===== src/rtl/hdlc_chunk_pkg.sv =====
package hdlc_chunk_pkg;

   typedef enum logic [1:0] {
      ST_IDLE = 2'd0,
      ST_FILL = 2'd1,
      ST_CMD  = 2'd2,
      ST_WAIT = 2'd3
   } chunk_state_e;

   localparam logic [7:0] CMD_START_TX = 8'h08;
   localparam logic [7:0] CMD_MSG_END  = 8'h02;

endpackage


===== src/rtl/hdlc_chunk_sizer.sv =====
module hdlc_chunk_sizer #(
   parameter int unsigned DEPTH = 32,
   parameter int unsigned LEN_W = 9,
   localparam int unsigned CW   = $clog2(DEPTH + 1)
) (
   input  logic [LEN_W-1:0] frame_len_i,
   input  logic [LEN_W-1:0] offset_i,
   output logic [CW-1:0]    size_o,
   output logic             last_o
);

   localparam logic [LEN_W-1:0] DEPTH_L = LEN_W'(DEPTH);

   logic [LEN_W-1:0] remaining;

   always_comb begin
      remaining = frame_len_i - offset_i;
      last_o    = (remaining <= DEPTH_L);
      size_o    = last_o ? CW'(remaining) : CW'(DEPTH);
   end

endmodule


===== src/rtl/hdlc_req_gate.sv =====
module hdlc_req_gate #(
   parameter int unsigned MAX_LEN = 260,
   parameter int unsigned LEN_W   = 9
) (
   input  logic             idle_i,
   input  logic             link_active_i,
   input  logic             req_valid_i,
   input  logic [LEN_W-1:0] req_len_i,
   output logic             accept_o,
   output logic             drop_o
);

   localparam logic [LEN_W-1:0] MAX_L = LEN_W'(MAX_LEN);

   logic len_ok;

   always_comb begin
      len_ok   = (req_len_i != '0) && (req_len_i <= MAX_L);
      accept_o = req_valid_i && idle_i && link_active_i && len_ok;
      drop_o   = req_valid_i && !accept_o;
   end

endmodule


===== src/rtl/hdlc_tx_chunker.sv =====
module hdlc_tx_chunker
   import hdlc_chunk_pkg::*;
#(
   parameter int unsigned DEPTH   = 32,
   parameter int unsigned MAX_LEN = 260,
   localparam int unsigned LEN_W  = $clog2(MAX_LEN + 1),
   localparam int unsigned CW     = $clog2(DEPTH + 1)
) (
   input  logic             clk,
   input  logic             rst_n,
   input  logic             link_active_i,
   input  logic             req_valid_i,
   input  logic [LEN_W-1:0] req_len_i,
   input  logic             pool_ready_i,
   input  logic             underrun_i,
   input  logic             repeat_i,
   output logic [LEN_W-1:0] rd_addr_o,
   output logic             fifo_push_o,
   output logic             cmd_valid_o,
   output logic [7:0]       cmd_code_o,
   output logic             confirm_o,
   output logic             err_o,
   output logic             busy_o
);

   initial begin
      assert (DEPTH >= 2) else $error("DEPTH must be at least 2");
      assert (MAX_LEN >= DEPTH) else $error("MAX_LEN must cover one FIFO load");
   end

   chunk_state_e     state_q;
   logic [LEN_W-1:0] len_q;
   logic [LEN_W-1:0] off_q;
   logic [CW-1:0]    left_q;
   logic             last_q;
   logic             confirm_q;
   logic             err_q;

   logic             accept;
   logic             drop;
   logic             rewind;
   logic [LEN_W-1:0] sz_len;
   logic [LEN_W-1:0] sz_off;
   logic [CW-1:0]    sz_size;
   logic             sz_last;

   assign rewind = (state_q == ST_WAIT) && (underrun_i || repeat_i);

   hdlc_req_gate #(.MAX_LEN(MAX_LEN), .LEN_W(LEN_W)) u_gate (
      .idle_i        (state_q == ST_IDLE),
      .link_active_i (link_active_i),
      .req_valid_i   (req_valid_i),
      .req_len_i     (req_len_i),
      .accept_o      (accept),
      .drop_o        (drop)
   );

   // One sizer serves both the first burst and every refill.
   always_comb begin
      sz_len = (state_q == ST_IDLE) ? req_len_i : len_q;
      sz_off = (state_q == ST_IDLE || rewind) ? '0 : off_q;
   end

   hdlc_chunk_sizer #(.DEPTH(DEPTH), .LEN_W(LEN_W)) u_sizer (
      .frame_len_i (sz_len),
      .offset_i    (sz_off),
      .size_o      (sz_size),
      .last_o      (sz_last)
   );

   always_ff @(posedge clk) begin
      if (!rst_n) begin
         state_q   <= ST_IDLE;
         len_q     <= '0;
         off_q     <= '0;
         left_q    <= '0;
         last_q    <= 1'b0;
         confirm_q <= 1'b0;
         err_q     <= 1'b0;
      end else begin
         confirm_q <= 1'b0;
         err_q     <= drop;
         unique case (state_q)
            ST_IDLE: begin
               if (accept) begin
                  len_q   <= req_len_i;
                  off_q   <= '0;
                  left_q  <= sz_size;
                  last_q  <= sz_last;
                  state_q <= ST_FILL;
               end
            end
            ST_FILL: begin
               off_q  <= off_q + LEN_W'(1);
               left_q <= left_q - CW'(1);
               if (left_q == CW'(1)) state_q <= ST_CMD;
            end
            ST_CMD: begin
               state_q <= ST_WAIT;
            end
            ST_WAIT: begin
               if (rewind) begin
                  off_q <= '0;
                  if (pool_ready_i) begin
                     left_q  <= sz_size;
                     last_q  <= sz_last;
                     state_q <= ST_FILL;
                  end
               end else if (pool_ready_i) begin
                  if (off_q == len_q) begin
                     off_q     <= '0;
                     confirm_q <= 1'b1;
                     state_q   <= ST_IDLE;
                  end else begin
                     left_q  <= sz_size;
                     last_q  <= sz_last;
                     state_q <= ST_FILL;
                  end
               end
            end
            default: state_q <= ST_IDLE;
         endcase
      end
   end

   assign rd_addr_o   = off_q;
   assign fifo_push_o = (state_q == ST_FILL);
   assign cmd_valid_o = (state_q == ST_CMD);
   assign cmd_code_o  = CMD_START_TX | (last_q ? CMD_MSG_END : 8'h00);
   assign confirm_o   = confirm_q;
   assign err_o       = err_q;
   assign busy_o      = (state_q != ST_IDLE);

   // Consecutive-push counter, used only by the burst-length assertion.
   logic [CW-1:0] burst_cnt;
   always_ff @(posedge clk) begin
      if (!rst_n)           burst_cnt <= '0;
      else if (fifo_push_o) burst_cnt <= burst_cnt + CW'(1);
      else                  burst_cnt <= '0;
   end

   AST_BURST_LIMIT: assert property (@(posedge clk) disable iff (!rst_n)
      fifo_push_o |-> (burst_cnt < CW'(DEPTH)));

   AST_CMD_AFTER_BURST: assert property (@(posedge clk) disable iff (!rst_n)
      cmd_valid_o |-> $past(fifo_push_o));

   AST_CONFIRM_CAUSE: assert property (@(posedge clk) disable iff (!rst_n)
      confirm_o |-> ($past(pool_ready_i) && !busy_o));

   AST_REWIND_START: assert property (@(posedge clk) disable iff (!rst_n)
      (state_q == ST_WAIT && (underrun_i || repeat_i)) |=> (off_q == '0));

   AST_ERR_CAUSE: assert property (@(posedge clk) disable iff (!rst_n)
      err_o |-> $past(req_valid_i));

   AST_LINK_GATE: assert property (@(posedge clk) disable iff (!rst_n)
      (state_q == ST_IDLE && !link_active_i) |=> (state_q == ST_IDLE));

   AST_WAIT_HOLD: assert property (@(posedge clk) disable iff (!rst_n)
      (state_q == ST_WAIT && !pool_ready_i) |=> !fifo_push_o);

endmodule


===== config.mk =====
export PLATFORM = sky130hd
export DESIGN_NAME = hdlc_tx_chunker
export DESIGN_NICKNAME = d
export VERILOG_FILES = /design/src/rtl/hdlc_chunk_pkg.sv /design/src/rtl/hdlc_chunk_sizer.sv /design/src/rtl/hdlc_req_gate.sv /design/src/rtl/hdlc_tx_chunker.sv
export SDC_FILE = /design/constraint.sdc
export NUM_CORES = 1
export LEC_CHECK = 0
export BUFFER_PORTS_ARGS = -buffer_cell sky130_fd_sc_hd__buf_2
export CORE_MARGIN = 8
export CORE_UTILIZATION = 25
export CTS_CLUSTER_SIZE = 8
export DETAILED_ROUTE_END_ITERATION = 10
export PLACE_DENSITY_LB_ADDON = 0.05
export SYNTH_ARGS = -nofsm -noshare
export SYNTH_HDL_FRONTEND = slang
export SYNTH_SLANG_ARGS = --single-unit

===== constraint.sdc =====
create_clock -name clk -period 4.6 [get_ports clk]
set_clock_uncertainty 0.05 [all_clocks]
set_input_delay 0.92 -clock clk [delete_from_list [all_inputs] [get_ports clk]]
set_output_delay 0.92 -clock clk [all_outputs]
set_load 0.05 [all_outputs]

==> run_results.csv, run 1 <==
group,metric,value,unit
pwr,p_per_area,287,nW/um2
grt,antenna_found_initial,0,
synth,synthArstFlopShare,0,%
flow_run,drv_cap,0,
placed_design,io_buffer_count,30,
synth,syn_avg_cell_area,7.76,um2
synth,synth_flop_cell,"dfxtp_1",
critical_path,start_kind,"flip-flop",
grt,grt_pass1_wl,11400,um
synth,yosys_register_bits,29,
synth,synth.distinct_cells,51,
grt,grt_max_degree,24,
critical_path,critPathRequiredTime,4.68,ns
drt,vias_per_cell,5.00,
finish,nNetsFinal,346,
finish,regArea,581,um2
sta,setup_viol_count_final,0,
placed_design,dp_hpwl,5390,um
floorplan,die_area,12300,um2
sta,hold_ws,0.451,ns
floorplan,die_x,111,um
sta,tightest_slew,0.839,ns
finish,multi_input_area,1520,um2
placed_design,post-place-ws,0.570,ns
finish,finalInstanceArea,2570,um2
floorplan,boundaryPins,38,
critical_path,end_kind,"flip-flop",
sta,fin_ws,0.820,ns
synth,yosysSeqAreaShare,25.9,%
cts,cts_max_level,2,
critical_path,path_class,"reg2reg",
drt,wl_per_cell,16.7,um
pwr,p_total,737,uW
outcome,status,"finished clean",
drt,vias,2111,
cts,insertion_delay,0.28,ns
placed_design,place_area,2460,um2
cts,ctsHoldBuffers,0,
cts,clockBufferDepth,2,
pwr,p_leak,1.14,nW
sta,period_needed,3.78,ns
cts,clk_pin_slew,0.07,ns
floorplan,core.rowCount,34,
floorplan,die_h,111,um
sta,fin_crit_sh,82.2,%
finish,fillers,964,
synth,netlist_area,2240,um2
synth,synthCells,289,
synth,yosysWarnings,0,
grt,track_usage,11.5,%
finish,diodes,0,
drt,drt-pass1-iter-count,4,
placed_design,routabilityCongestion,0.754,
finish,area_growth,14.4,%
floorplan,start_util,25.7,%
finish,final_layout_size_suffix_gt1_share,15.3,%
sta,maxSlewViolCount,0,
cts,cts_buffers,5,
synth,synth-edff-count,0,
critical_path,critPathMaxFanout,9,
drt,post-route-drc-count,0,
pwr,ir_drop,119,uV
sta,max_freq,265,MHz
floorplan,core-area,8720,um2
grt,grt_pass1_vias,2073,
sta,tns,0,ns
sta,rsz0062_at_grt,"no",
grt,grt_overflow,0,
worst_hold_path,hold_class,"reg2reg",
cts,cts_setup_buffers,0,
sta,max_slew_margin,44.1,%
sta,final-hold-violation-count,0,
cts,cts_root_buf,"clkbuf_8",
drt,drt_iter0_markers,77,
cts,cts_tree,"built",
cts,postCtsResizedCells,0,
cts,cts_sinks,29,
drt,postRouteAntennaNets,0,
drt,routed_wl,7070,um
critical_path,cp.arrival,3.86,ns
## layer usage
metal	up-vias	GRT usage, %	share of wire (%)
li1	1063	-	-
met1	995	16.0	51
met2	46	16.9	42
met3	7	3.30	5.4
met4	0	2.70	0.86
met5	-	0	0
## cell usage in the layout (no fill, tap or decap), types with 3 or more instances in the layout
master and instances:
nand2_1 30, buf_2 30, dfxtp_1 29, nor2_1 25
a21oi_1 18, inv_1 16, o21ai_0 15, ha_1 15
mux2i_1 13, xor2_1 12, nand3_1 9, or3_1 8
mux2_2 7, conb_1 7, nand2b_1 6, o22ai_1 5
clkbuf_8 5, and3_1 4, nor3_1 4, nor4_1 4
a31oi_1 3, o31ai_1 3, or4_1 3, xnor2_1 3
a21o_1 3, buf_4 3
## where the power goes
part | internal [mW] | switching (mW) | total (mW) | leakage, nW
clock network | 0.157 | 0.109 | 0.266 | 0.0540
registers | 0.261 | 0.00956 | 0.270 | 0.235
logic | 0.0734 | 0.127 | 0.201 | 0.851
## cells in the mapped netlist (2+ instances only)
cell / instances / area share (%)
inv_1: 16 / 2.7
nand2_1: 30 / 5.0
mux2_2: 7 / 3.5
o31ai_1: 3 / 1.0
a21oi_1: 18 / 4.0
nor2_1: 25 / 4.2
nor4_1: 4 / 1.1
xor2_1: 12 / 4.7
conb_1: 2 / 0.33
nand2b_1: 6 / 1.7
clkbuf_1: 10 / 1.7
and3_1: 4 / 1.1
nand4_1: 2 / 0.56
o211ai_1: 2 / 0.67
a31oi_1: 3 / 0.84
o21ai_1: 2 / 0.45
dfxtp_1: 29 / 26
or3_1: 8 / 2.2
o21ai_0: 15 / 3.3
ha_1: 15 / 8.4
or2_1: 2 / 0.56
a21o_1: 3 / 1.0
o2111a_1: 2 / 1.0
nor3_1: 4 / 0.89
o22ai_1: 5 / 1.4
buf_4: 8 / 2.7
xnor2_1: 3 / 1.2
nand3_1: 9 / 2.0
a41oi_1: 2 / 0.78
mux2i_1: 13 / 5.8
a221oi_1: 2 / 0.78
or4_1: 3 / 1.0
o21a_1: 2 / 0.67
## layout make-up
class / count / area share [%]
Multi-Input combinational cell: 229 / 59.0
Sequential cell: 29 / 22.6
Timing Repair Buffer: 33 / 6.73
Tap cell: 108 / 5.26
Clock buffer: 5 / 2.68
Inverter: 16 / 2.34
Clock inverter: 2 / 1.36
## critical path, stage by stage, from the launching register on
cell      delay [ns]
dfxtp_1         0.35
inv_1           0.10
ha_1            0.40
buf_4           0.24
mux2_2          0.37
fa_1            0.48
a21o_1          0.21
and4_1          0.20
or3_1           0.36
a221oi_1        0.35
and3_1          0.25
o21ai_0         0.09
nor3b_1         0.17
## worst paths after layout
check	start	to	slack, ns	cells past startpoint
setup / recovery	state_q[0]	left_q[5]	0.82	12
hold / removal	len_q[8]	len_q[8]	0.45	2
setup reg to reg	state_q[0]	left_q[5]	0.82	12
hold reg to reg	len_q[8]	len_q[8]	0.45	2
## cells by family (layout without fill, tap and decap cells)
family | count (synthesis) | count (layout) | share of synthesized area [%]
other | 2 | 7 | 0.335
AO/OA/AOI/OAI | 69 | 69 | 19.9
XOR/XNOR | 15 | 15 | 5.86
multiplexers | 20 | 20 | 9.31
adder cells (fa/ha/maj) | 16 | 16 | 9.26
buffers and inverters | 36 | 56 | 7.42
flip-flops | 29 | 29 | 25.9
AND/OR/NAND/NOR | 102 | 102 | 22.1
## metrics by stage
stage / instances / utilization, %
after floorplan: 294 / -
after global placement: 415 / 28.2
after detailed placement: 415 / 28.2
after CTS: 422 / 29.4
after global routing: 422 / 29.4
final: 422 / 29.4
## state kept, by name (all words and copies together), names as in the netlist
name / count
left_q: 6
state_q: 2
last_q: 1
confirm_o: 1
len_q: 9
err_o: 1
rd_addr_o: 9
No activity file was read; power rests on OpenSTA's default activity.
==> inputs of run 2 (changes only) <==
==> constraint.sdc (replaced) <==
create_clock -name clk -period 3.8 [get_ports clk]
set_clock_uncertainty 0.05 [all_clocks]
set_input_delay 0.76 -clock clk [delete_from_list [all_inputs] [get_ports clk]]
set_output_delay 0.76 -clock clk [all_outputs]
set_load 0.05 [all_outputs]
==> run_results.csv, run 2 (synthesis gave the netlist of run 1 again) <==
group,metric,value,unit
sta,fin_crit_sh,92.7,%
finish,final_layout_size_suffix_gt1_share,18.2,%
drt,post-route-drc-count,0,
sta,final-hold-violation-count,0,
critical_path,start_kind,"input port",
pwr,ir_drop,97.0,uV
finish,layout_common_cells,"30 x nand2_1, 30 x buf_2, 29 x dfxtp_1",
floorplan,die_x,111,um
pwr,pwr-share-clk,31.5,%
cts,cts_max_level,2,
sta,rsz0062_at_grt,"no",
grt,track_usage,11.6,%
placed_design,dp_hpwl,5570,um
sta,period_needed,3.52,ns
floorplan,start_util,25.7,%
critical_path,critPathRequiredTime,3.88,ns
drt,drt-pass1-iter-count,4,
floorplan,core.rowCount,34,
sta,max_freq,284,MHz
sta,hold_ws,0.448,ns
cts,insertion_delay,0.28,ns
drt,postRouteAntennaNets,0,
sta,tightest_slew,0.835,ns
critical_path,path_class,"in2reg",
drt,routed_wl,7190,um
pwr,power.internal,557,uW
cts,cts_tree,"built",
flow_run,drv_cap,0,
cts,clk_pin_slew,0.07,ns
floorplan,die_area,12300,um2
sta,fin_ws,0.278,ns
sta,max_slew_margin,44.3,%
drt,vias,2137,
finish,diodes,0,
pwr,combPwrFrac,30.1,%
placed_design,io_buffer_count,30,
cts,clockBufferDepth,2,
critical_path,critPathMaxFanout,3,
finish,nNetsFinal,357,
floorplan,core-area,8720,um2
drt,vias_per_cell,4.94,
pwr,p_leak,1.18,nW
cts,cts_root_buf,"clkbuf_8",
grt,grt_overflow,0,
critical_path,cp.arrival,3.60,ns
worst_hold_path,hold_class,"reg2reg",
drt,drt_iter0_markers,121,
cts,ctsHoldBuffers,0,
sta,maxSlewViolCount,0,
drt,wl_per_cell,16.6,um
outcome,status,"finished clean",
cts,cts_sinks,29,
sta,setup_viol_count_final,0,
cts,cts_buffers,5,
critical_path,end_kind,"flip-flop",
pwr,pwr-share-seq,38.4,%
placed_design,place_area,2550,um2
sta,tns,0,ns
pwr,p_per_area,322,nW/um2
grt,grt_pass1_wl,11500,um
finish,finalInstanceArea,2640,um2
grt,antenna_found_initial,0,
floorplan,die_h,111,um
grt,grt_max_degree,24,
grt,grt_pass1_vias,2135,
finish,area_growth,17.5,%
pwr,switching_share,34.3,%
placed_design,post-place-ws,0.0251,ns
placed_design,routabilityCongestion,0.708,
pwr,power.switching,291,uW
floorplan,boundaryPins,38,
## run 2: worst max-delay path, stage by stage
cell      delay (ns)
buf_2           0.10
or2_2           0.30
a21oi_1         0.24
nand2_1         0.13
fa_1            0.43
a21o_1          0.20
and4_1          0.21
or3_1           0.37
a221oi_1        0.35
and3_1          0.25
o21ai_0         0.09
nor3b_1         0.17
## run 2: cell type report
class	instances	area (um2)
fillers	956	6090
well taps	108	135
flip-flops and latches	29	581
inverters	16	60.1
clock buffers	7	86.3
multi-input cells	229	1520
repair buffers	44	255
## run 2: power by group through the flow
| stage | Combinational [mW] | Clock [mW] | Sequential [mW] |
|---|---|---|---|
| 3_3_place_gp | 0.256 | 0 | 0.333 |
| 5_1_grt | 0.283 | 0.297 | 0.327 |
| 4_1_cts | 0.255 | 0.285 | 0.326 |
| 3_5_place_dp | 0.253 | 0 | 0.333 |
| 6_report | 0.255 | 0.267 | 0.326 |
| 2_1_floorplan | 0.185 | 0 | 0.334 |
## run 2: path summary, 6_finish.rpt
| path | from | end | slack [ns] | cells after the start |
|---|---|---|---|---|
| worst max register to register | state_q[0] | left_q[5] | 0.34 | 14 |
| worst max-delay path | repeat_i | left_q[5] | 0.28 | 12 |
| worst min-delay path | len_q[8] | len_q[8] | 0.45 | 2 |
| worst min register to register | len_q[8] | len_q[8] | 0.45 | 2 |
## run 2: repair_timing
action                                  in CTS  in global routing
endpoints found under the setup margin       0                  1
setup buffers                                0                  0
gates resized for setup                      0                  1
## run 2: per-layer routing
metal	global-route usage, %	vias to the layer above	wire (um)
li1	-	1089	-
met5	0	-	0
met3	2.87	5	464
met4	2.88	0	51
met1	16.4	985	3680
met2	16.9	58	2990
## run 2: stage by stage
stage	total power, mW	utilization, %	cells
floorplan	0.519	-	294
global placement	0.588	29.2	426
detailed placement	0.586	29.2	426
CTS	0.865	30.2	433
global route	0.907	30.2	433
finish	0.848	30.2	433
